**config.mk**
```make
export PLATFORM = sky130hd
export DESIGN_NAME = fpx_flag_ctrl
export DESIGN_NICKNAME = d
export VERILOG_FILES = /design/src/rtl/fpx_pkg.sv /design/src/rtl/fpx_prio.sv /design/src/rtl/fpx_flag_regs.sv /design/src/rtl/fpx_flag_ctrl.sv
export SDC_FILE = /design/constraint.sdc
export NUM_CORES = 1
export LEC_CHECK = 0
export BUFFER_PORTS_ARGS = -buffer_cell sky130_fd_sc_hd__buf_2
export CORE_MARGIN = 4
export CORE_UTILIZATION = 45
export CTS_CLUSTER_DIAMETER = 150
export DETAILED_ROUTE_END_ITERATION = 10
export PLACE_DENSITY = 0.74
export SETUP_SLACK_MARGIN = 0.02
export SLEW_MARGIN = 20
export SYNTH_ARGS = -nofsm -noshare
export SYNTH_HDL_FRONTEND = slang
export SYNTH_SLANG_ARGS = --single-unit
```
**constraint.sdc**
```tcl
create_clock -name clk -period 2.55 [get_ports clk]
set_clock_uncertainty 0.1 [all_clocks]
set_input_delay 0.3825 -clock clk [delete_from_list [all_inputs] [get_ports clk]]
set_output_delay 0.3825 -clock clk [all_outputs]
set_load 0.1 [all_outputs]
```
**src/rtl/fpx_pkg.sv**
```systemverilog
// Package fpx_pkg
// Shared widths, flag bit positions, write-target codes and the
// legality rule for coincident exceptions. Assumes five exception kinds.
package fpx_pkg;
    localparam int NEXC    = 5;
    localparam int CAUSE_W = $clog2(NEXC + 1);
    localparam int SEL_W   = 2;

    localparam int IDX_INX = 0;
    localparam int IDX_UNF = 1;
    localparam int IDX_OVF = 2;
    localparam int IDX_DZ  = 3;
    localparam int IDX_INV = 4;

    typedef logic [NEXC-1:0] exc_vec_t;

    typedef enum logic [SEL_W-1:0] {
        SEL_ACC  = 2'd0,
        SEL_ACT  = 2'd1,
        SEL_EN   = 2'd2,
        SEL_NONE = 2'd3
    } sw_sel_e;

    localparam exc_vec_t PAIR_OVF = exc_vec_t'((1 << IDX_OVF) | (1 << IDX_INX));
    localparam exc_vec_t PAIR_UNF = exc_vec_t'((1 << IDX_UNF) | (1 << IDX_INX));

    // True when the vector is one of the permitted exception patterns.
    function automatic logic legal_combo(exc_vec_t e);
        return ($countones(e) <= 1) || (e == PAIR_OVF) || (e == PAIR_UNF);
    endfunction
endpackage

```
**src/rtl/fpx_prio.sv**
```systemverilog
// Module fpx_prio
// Picks the single exception a trap reports from the vector of trapped
// exceptions: the highest bit index wins, so overflow and underflow
// outrank inexact. Also flags when inexact must be folded into the
// accrued register because a higher trap took precedence.
// Assumes the trapped vector already respects the coincidence rule.
module fpx_prio
    import fpx_pkg::*;
(
    input  exc_vec_t            trapped,
    input  logic                inx_raised,
    output exc_vec_t            pick_oh,
    output logic [CAUSE_W-1:0]  pick_cause,
    output logic                fold_inx
);
    // Scan upward so the last set bit (highest rank) is kept.
    always_comb begin
        pick_oh    = '0;
        pick_cause = '0;
        for (int i = 0; i < NEXC; i++) begin
            if (trapped[i]) begin
                pick_oh    = '0;
                pick_oh[i] = 1'b1;
                pick_cause = CAUSE_W'(i + 1);
            end
        end
    end

    // Inexact is recorded as accrued when overflow or underflow trapped.
    always_comb begin
        fold_inx = inx_raised & (pick_oh[IDX_OVF] | pick_oh[IDX_UNF]);
    end
endmodule

```
**src/rtl/fpx_flag_regs.sv**
```systemverilog
// Module fpx_flag_regs
// Holds the accrued, actual and trap-enable registers. A software write
// to a register takes priority over an operation update to that same
// register in the same cycle. Synchronous active-low reset clears all.
module fpx_flag_regs
    import fpx_pkg::*;
(
    input  logic             clk,
    input  logic             rst_n,
    input  logic             upd_en,
    input  exc_vec_t         acc_set,
    input  logic             act_load,
    input  exc_vec_t         act_val,
    input  logic             sw_wr,
    input  logic [SEL_W-1:0] sw_sel,
    input  exc_vec_t         sw_data,
    output exc_vec_t         accrued_q,
    output exc_vec_t         actual_q,
    output exc_vec_t         enable_q
);
    logic wr_acc, wr_act, wr_en;

    // Decode the software write target.
    always_comb begin
        wr_acc = sw_wr && (sw_sel == SEL_ACC);
        wr_act = sw_wr && (sw_sel == SEL_ACT);
        wr_en  = sw_wr && (sw_sel == SEL_EN);
    end

    // Sticky accrued flags: software load, else OR in new flags.
    always_ff @(posedge clk) begin
        if (!rst_n)       accrued_q <= '0;
        else if (wr_acc)  accrued_q <= sw_data;
        else if (upd_en)  accrued_q <= accrued_q | acc_set;
    end

    // Actual flags: software load, else replace on a trapping operation.
    always_ff @(posedge clk) begin
        if (!rst_n)                  actual_q <= '0;
        else if (wr_act)             actual_q <= sw_data;
        else if (upd_en && act_load) actual_q <= act_val;
    end

    // Trap enables change only under software control.
    always_ff @(posedge clk) begin
        if (!rst_n)     enable_q <= '0;
        else if (wr_en) enable_q <= sw_data;
    end

    // without a software load, accrued bits never clear.
    p_sticky_r1: assert property (@(posedge clk) disable iff (!rst_n)
        ($past(rst_n) && !$past(wr_acc)) |->
            ((accrued_q & $past(accrued_q)) == $past(accrued_q)));

    // enable register holds unless software targets it.
    p_enable_hold_r7: assert property (@(posedge clk) disable iff (!rst_n)
        ($past(rst_n) && !$past(wr_en)) |-> $stable(enable_q));
endmodule

```
**src/rtl/fpx_flag_ctrl.sv**
```systemverilog
// Module fpx_flag_ctrl (top)
// Splits each operation's exceptions into untrapped (accrued, sticky)
// and trapped (actual, replaced) parts, suppresses the destination write
// in the operation cycle, and issues a registered trap request with a
// cause code one cycle later. Assumes op_exc obeys the coincidence rule.
module fpx_flag_ctrl
    import fpx_pkg::*;
(
    input  logic                clk,
    input  logic                rst_n,
    input  logic                op_valid,
    input  logic [NEXC-1:0]     op_exc,
    input  logic                sw_wr_en,
    input  logic [SEL_W-1:0]    sw_sel,
    input  logic [NEXC-1:0]     sw_wdata,
    output logic [NEXC-1:0]     accrued_q,
    output logic [NEXC-1:0]     actual_q,
    output logic [NEXC-1:0]     trap_en_q,
    output logic                dest_wr_suppress,
    output logic                trap_req,
    output logic [CAUSE_W-1:0]  trap_cause
);
    exc_vec_t           trapped, untrapped, pick_oh, acc_set;
    logic [CAUSE_W-1:0] pick_cause;
    logic               fold_inx, any_trap;

    // Split the valid operation's exceptions by their enable bits.
    always_comb begin
        trapped   = op_valid ? (op_exc & trap_en_q)  : '0;
        untrapped = op_valid ? (op_exc & ~trap_en_q) : '0;
        any_trap  = |trapped;
    end

    fpx_prio u_prio (
        .trapped    (trapped),
        .inx_raised (op_valid & op_exc[IDX_INX]),
        .pick_oh    (pick_oh),
        .pick_cause (pick_cause),
        .fold_inx   (fold_inx)
    );

    // Accrued gets untrapped flags plus a folded inexact.
    always_comb begin
        acc_set          = untrapped;
        acc_set[IDX_INX] = untrapped[IDX_INX] | fold_inx;
        dest_wr_suppress = any_trap;
    end

    fpx_flag_regs u_regs (
        .clk       (clk),
        .rst_n     (rst_n),
        .upd_en    (op_valid),
        .acc_set   (acc_set),
        .act_load  (any_trap),
        .act_val   (pick_oh),
        .sw_wr     (sw_wr_en),
        .sw_sel    (sw_sel),
        .sw_data   (sw_wdata),
        .accrued_q (accrued_q),
        .actual_q  (actual_q),
        .enable_q  (trap_en_q)
    );

    // Register the trap request and its cause for the sequencer.
    always_ff @(posedge clk) begin
        if (!rst_n) begin
            trap_req   <= 1'b0;
            trap_cause <= '0;
        end else begin
            trap_req   <= any_trap;
            trap_cause <= pick_cause;
        end
    end

    // only permitted exception patterns arrive.
    p_legal_combo_r4: assert property (@(posedge clk) disable iff (!rst_n)
        op_valid |-> legal_combo(op_exc));

    // a suppressed write is always followed by a trap request.
    p_supp_then_trap_r3: assert property (@(posedge clk) disable iff (!rst_n)
        dest_wr_suppress |=> trap_req);

    // a trap request carries a code in the valid range.
    p_cause_range_r6: assert property (@(posedge clk) disable iff (!rst_n)
        trap_req |-> ((trap_cause >= CAUSE_W'(1)) && (trap_cause <= CAUSE_W'(NEXC))));

    // enabled overflow/underflow with inexact reports the higher one.
    p_prio_r5: assert property (@(posedge clk) disable iff (!rst_n)
        (op_valid && op_exc[IDX_INX] &&
         ((op_exc[IDX_OVF] && trap_en_q[IDX_OVF]) ||
          (op_exc[IDX_UNF] && trap_en_q[IDX_UNF])))
        |=> ((trap_cause == CAUSE_W'(IDX_OVF + 1)) ||
             (trap_cause == CAUSE_W'(IDX_UNF + 1))) && accrued_q[IDX_INX]);

    // after a trap, actual flags are one-hot on the reported bit.
    p_actual_onehot_r2: assert property (@(posedge clk) disable iff (!rst_n)
        ($past(rst_n) && trap_req && !$past(sw_wr_en && (sw_sel == SEL_ACT)))
        |-> ($onehot(actual_q) &&
             (((actual_q >> (trap_cause - CAUSE_W'(1))) & exc_vec_t'(1)) != '0)));
endmodule

```
# Yosys cells after proc, flatten, opt, wreduce, memory -nomap -nowiden
# Cells that the tools add are included.
[op_classes] n_eq_ne=2 n_reduce_logical=9 bitwise=9 mux=16
[ops] op="$mux 5" n=7
[ops] op="$and 5x5->5" n=2
[ops] op="$mux 3" n=3
[ops] op="$mux 2" n=3
[ops] op="$not 5->5" n=1
[ops] op="$or 5x5->5" n=1
[ops] op="$reduce_or 5->1" n=1
[ops] op="$logic_and 1x1->1" n=4
[ops] op="$mux 4" n=1
[ops] op="$reduce_bool 2->1" n=2
[ops] op="$reduce_or 3->1" n=1
[ops] op="$and 1x1->1" n=2
[ops] op="$eq 2x1->1 const B" n=1
[ops] op="$eq 2x2->1 const B" n=1
[ops] op="$logic_not 2->1" n=1
[ops] op="$mux 1" n=2
[ops] op="$or 1x1->1" n=2
[ops] op="$not 1->1" n=1
[word_totals] reg_bits=19 inputBits=16

# Longest topological paths before layout
[logic_depth] depth_word=13 ltp_mapped=5 depth_no_buf=4

# Modules after synthesis
# From an unflattened synthesis, not the netlist that was laid out.
[hier_totals] hier_cells=105 hier_area_um2=923.4
[modules_own_cells] module="fpx_flag_regs" n_inst=1 cells_per_inst=61 seq_area_each_um2=300.3 area_each_um2=611.8
[modules_own_cells] module="fpx_flag_ctrl" n_inst=1 cells_per_inst=31 seq_area_each_um2=80.1 area_each_um2=236.5
[modules_own_cells] module="fpx_prio" n_inst=1 cells_per_inst=13 seq_area_each_um2=0.0 area_each_um2=75.1

# Least setup slack after synthesis
# Ideal clock, no wire load.
[synth_path] kind="register -> register" start="reg u_regs.enable_q[2]" end="reg u_regs.actual_q[1]" setup_slack_ps=54 setup_time_ps=115 n_path_buf=0 required_time_ps=2335 period_less_slack_ps=2496 path_stages_with_launch=5 t_arrival_ps=2281 path_cell_list="dfxtp_1 > nand2_1 > a31oi_4 > nor2_1 > o21a_1"
[synth_lines] item="start, declared" line_no="fpx_flag_regs.sv:19" rtl="output exc_vec_t enable_q"
[synth_lines] item="start signal, assigned" line_no="fpx_flag_regs.sv:47" rtl="else if (wr_en) enable_q <= sw_data;"
[synth_lines] item="$and 5x5->5" line_no="fpx_flag_ctrl.sv:29" rtl="trapped = op_valid ? (op_exc & trap_en_q) : '0;"
[synth_lines] item="$mux 5" line_no="fpx_flag_ctrl.sv:29"
[synth_lines] item="$reduce_or 5->1" line_no="fpx_flag_ctrl.sv:31" rtl="any_trap = |trapped;"
[synth_lines] item="via dest_wr_suppress" line_no="fpx_flag_ctrl.sv:19" rtl="output logic dest_wr_suppress,"
[synth_lines] item="$logic_and 1x1->1" line_no="fpx_flag_regs.sv:41" rtl="else if (upd_en && act_load) actual_q <= act_val;"
[synth_lines] item="$reduce_bool 2->1 (no source line)"
[synth_lines] item="end signal, assigned" line_no="fpx_flag_regs.sv:40" rtl="else if (wr_act) actual_q <= sw_data;"
[synth_lines] item="end signal, assigned" line_no="fpx_flag_regs.sv:41"
[synth_lines] item="end, declared" line_no="fpx_flag_regs.sv:18" rtl="output exc_vec_t actual_q,"
# The timed path passes the listed nets, and every way through them passes these cells. The select of a mux whose other input is x is not followed.
# A chain may end at the register's enable or synchronous reset.

# Worst setup path in the final report
[layout_path] start="reg u_regs.enable_q[4]" end="out dest_wr_suppress"
[layout_between] elab_chain_cells=3
[layout_lines] item="$and 5x5->5" line_no="fpx_flag_ctrl.sv:29"
[layout_lines] item="$mux 5" line_no="fpx_flag_ctrl.sv:29"
[layout_lines] item="$reduce_or 5->1" line_no="fpx_flag_ctrl.sv:31"
[layout_lines] item="end, declared" line_no="fpx_flag_ctrl.sv:19"
# Every way passes these cells.

==> results.md <==
| Stage | Parameter | This run |
|---|---|---|
| run status | Outcome | completed |
| setup path | Critical path type | reg2out |
| sta | Final worst path period need | 2.09 ns |
| sta | Max-slew violation count | 0 |
| power | Leakage | 0.534 nW |
| clocking | Number of CTS-inserted buffers | 3 |
| place | Dpl hpwl | 1610 µm |
| routing | Total detailed-routing wirelength | 2020 µm |
| place | Port Buffer Count | 35 |
| floorplan | Count of boundary I/O pins | 36 |
| setup path | Count of cells along the worst register-to-register path | 4 |
| floorplan | Placeable Area | 1980 µm² |
| sta | Final period utilization | 82.1% |
| worst hold path | Worst hold-check path type | in2reg |
| place | DP Cell Count | 162 |
| global routing | Total global routing overflow | 0 |
| clocking | Clock-pin slew of the registers on the worst-case setup and hold paths | 0.11 ns |
| final layout | Final cell utilization of the core | 58.0% |
| clocking | CTS Sinks | 19 |
| final layout | Total number of nets in the final design | 156 |
| yosys | Dominant combinational cell family by area after synthesis | compound AO/OA/AOI/OAI gates |
| yosys | Xor and xnor area share after synthesis | 0% |
| sta | Measured slew at the worst slew-check pin | 0.480 ns |
| place | Area after DPL | 1120 µm² |
| global routing | Wire length of the first global-routing pass | 3220 µm |
| floorplan | Die Footprint | 2900 µm² |
| routing | Drt pass-1 iters | 4 |
| yosys | Fraction of the mapped netlist area in adder cells | 0% |
| routing | Number of DRC violations after detailed-routing iteration 0 | 7 |
| yosys | Post-synthesis mux area share | 3.18% |
| sta | Total count of hold-check failures in the final report | 0 |
| global routing | Number of global-route vias before repair | 808 |
| routing | Routed wire per std cell | 12.2 µm |
| sta | Worst relative slew slack | 67.9% |
| final layout | Post-route non-filler standard cell count | 166 |
| power | Power Dens Cells | 583 nW/µm² |
| yosys | Most instantiated flip-flop cell in the synthesis netlist | sky130_fd_sc_hd__dfxtp_1 |
| place | GP Congestion | 0.785 |
| yosys | Gate Count Post-Synth | 105 |
| yosys | Synth unique cells | 33 |
| sta | Final number of setup-violating endpoints | 0 |
| setup path | Crit path DAT | 1.61 ns |
| floorplan | Number of rows created at floorplan | 16 |
| final layout | Inserted Diodes | 0 |
| clocking | Clock network latency to the later pin of the worst-skew pair | 0.29 ns |
| yosys | Cell accounting for the most synthesized area | sky130_fd_sc_hd__dfxtp_1 |
| yosys | Commonest cells in the synthesized netlist | sky130_fd_sc_hd__dfxtp_1 (19), sky130_fd_sc_hd__a21oi_1 (9), sky130_fd_sc_hd__inv_1 (9) |
| sta | Setup repair after global routing missed its margin | no |
| yosys | Post-synth EDFFs | 0 |
| floorplan | Die Height | 53.8 µm |
| yosys | Sequential cell area fraction in the yosys report | 40.3% |
| flow run | Max-cap check violation count | 0 |
| floorplan | Initial Utilization | 47.7% |
| yosys | Share of the synthesized area in compound gates (AO/OA/AOI/OAI) | 30.1% |
| yosys | Mapped Nets | 121 |
| clocking | Count of cells resized by post-cts repair | 0 |
| yosys | Portion of synthesized cell area occupied by the leading cell type | 40.3% |
| clocking | CTS Root Cell | sky130_fd_sc_hd__clkbuf_4 |
| clocking | Hold buffer count at CTS | 0 |
| yosys | Cell types occupying the most area after synthesis | sky130_fd_sc_hd__dfxtp_1 (40%), sky130_fd_sc_hd__a21oi_1 (4.8%), sky130_fd_sc_hd__a22oi_4 (4.5%), sky130_fd_sc_hd__inv_1 (3.6%), sky130_fd_sc_hd__nor2b_1 (3.3%) |
| setup path | CP Launch Type | flop |
| yosys | Count of synthesis-stage warnings from yosys | 0 |
| routing | DRC violations left | 0 |
| setup path | Kind of end point of the critical path | output port |
| global routing | Aggregate global-route resource usage | 15.0% |
| yosys | Area of the mapped netlist | 945 µm² |
| global routing | Number of antenna violations at the first check in global routing | 0 |
| routing | Remaining antenna violation count | 0 |
| yosys | Dominant cell by count in the synthesized netlist | sky130_fd_sc_hd__dfxtp_1 |
| power | Maximum VDD drop | 0.277 mV |
| sta | Achievable Freq | 478 MHz |
| yosys | Number of flip-flops and latches in the synthesized netlist | 19 |
| yosys | Synth Area in Simple Gates | 19.6% |
| routing | Ratio of routed vias to standard cells | 5.33 |
| routing | Overall via count from detail_route | 884 |
| clocking | Clock tree from TritonCTS | yes |
| yosys | Synth Area per Inst | 9.00 µm² |
| setup path | Largest fanout on the critical path | 6 |
| final layout | Area overhead of the layout relative to synthesis | 21.7% |
| final layout | Fraction of layout cells with a size suffix above 1 | 33.8% |
| clocking | H-Tree Depth | 1 |
| global routing | Maximum number of pins on one net before global-route repair | 22 |
| clocking | Maximum clock path buffer count | 2 |
| final layout | Post-route design area | 1150 µm² |
| clocking | Post-CTS Setup Bufs | 0 |
| final layout | Fill count | 192 |
| setup path | Critical path data required time | 2.07 ns |
| sta | Post-Route Setup TNS | 0 ns |
| worst hold path | Cell depth of the worst min-delay path | 3 |
| yosys | Share of synthesized registers carrying an async set or reset | 0% |
| floorplan | Die boundary width | 53.8 µm |
==> final timing paths <==
| path | from | endpoint | slack [ns] |
|---|---|---|---|
| worst max-delay path | u_regs.enable_q[4] | dest_wr_suppress | 0.46 |
| worst min-delay path | sw_wdata[2] | u_regs.actual_q[2] | 0.25 |
| worst max register to register | u_regs.enable_q[4] | u_regs.accrued_q[0] | 1.19 |
| worst min register to register | u_regs.actual_q[0] | u_regs.actual_q[0] | 0.38 |
==> registers in the layout, summed over array words and instances (netlist names) <==
register          cells
trap_req              1
u_regs.enable_q       5
trap_cause            3
u_regs.accrued_q      5
u_regs.actual_q       5
==> power by group <==
part           total, mW  leakage, nW  internal (mW)  switching, mW
logic              0.202        0.361         0.0432          0.159
registers          0.321        0.155          0.311        0.00999
clock network      0.148       0.0177         0.0583         0.0893
==> stage by stage <==
| step | setup slack [ns] | power (mW) | hold WS [ns] |
|---|---|---|---|
| floorplan | 0.0539 | 0.491 | 0.422 |
| global placement | 0.633 | 0.529 | 0.370 |
| detailed placement | 0.616 | 0.531 | 0.373 |
| CTS | 0.449 | 0.675 | 0.253 |
| global route | 0.361 | 0.705 | 0.286 |
| finish | 0.456 | 0.671 | 0.249 |
==> worst max-delay path: stages (launching register included) <==
cell and delay (ns):
sky130_fd_sc_hd__dfxtp_1 0.48, sky130_fd_sc_hd__a22oi_4 0.12, sky130_fd_sc_hd__a31oi_4 0.26, sky130_fd_sc_hd__buf_2 0.47
==> layout by cell type, fill, tap and decap left out, types with 3 or more instances in the layout <==
cell type                  instances
sky130_fd_sc_hd__nor2_1            4
sky130_fd_sc_hd__inv_1             9
sky130_fd_sc_hd__o21a_1            3
sky130_fd_sc_hd__nand3_1           4
sky130_fd_sc_hd__nor2b_1           5
sky130_fd_sc_hd__dfxtp_1          19
sky130_fd_sc_hd__and2_1            3
sky130_fd_sc_hd__nand2_1           7
sky130_fd_sc_hd__nand3b_1          3
sky130_fd_sc_hd__clkbuf_4          3
sky130_fd_sc_hd__a31oi_1           4
sky130_fd_sc_hd__buf_2            35
sky130_fd_sc_hd__a21oi_1           9
sky130_fd_sc_hd__mux2i_1           3
sky130_fd_sc_hd__o21ai_1           5
sky130_fd_sc_hd__o21ai_0           4
==> cells by family (layout without fill, tap and decap cells) <==
family / after synthesis / in the layout
flip-flops: 19 / 19
buffers and inverters: 14 / 48
AO/OA/AOI/OAI: 37 / 37
multiplexers: 3 / 3
AND/OR/NAND/NOR: 32 / 32
==> layer usage <==
metal	share of wire, %	global-route usage (%)	vias up
met3	6.9	2.49	2
li1	-	-	442
met1	44	17.3	409
met4	0.59	5.11	0
met5	0	0	-
met2	48	27.6	31
==> final cells by class <==
| class | count | area (µm²) | share of cell area [%] |
|---|---|---|---|
| multi-input cells | 72 | 499 | 43.4 |
| flip-flops and latches | 19 | 380 | 33.1 |
| repair buffers | 35 | 175 | 15.2 |
| inverters | 9 | 33.8 | 2.94 |
| well taps | 27 | 33.8 | 2.94 |
| clock buffers | 3 | 22.5 | 1.96 |
| clock inverters | 1 | 5.00 | 0.435 |
Note: power is estimated with default switching activity, not from simulation.
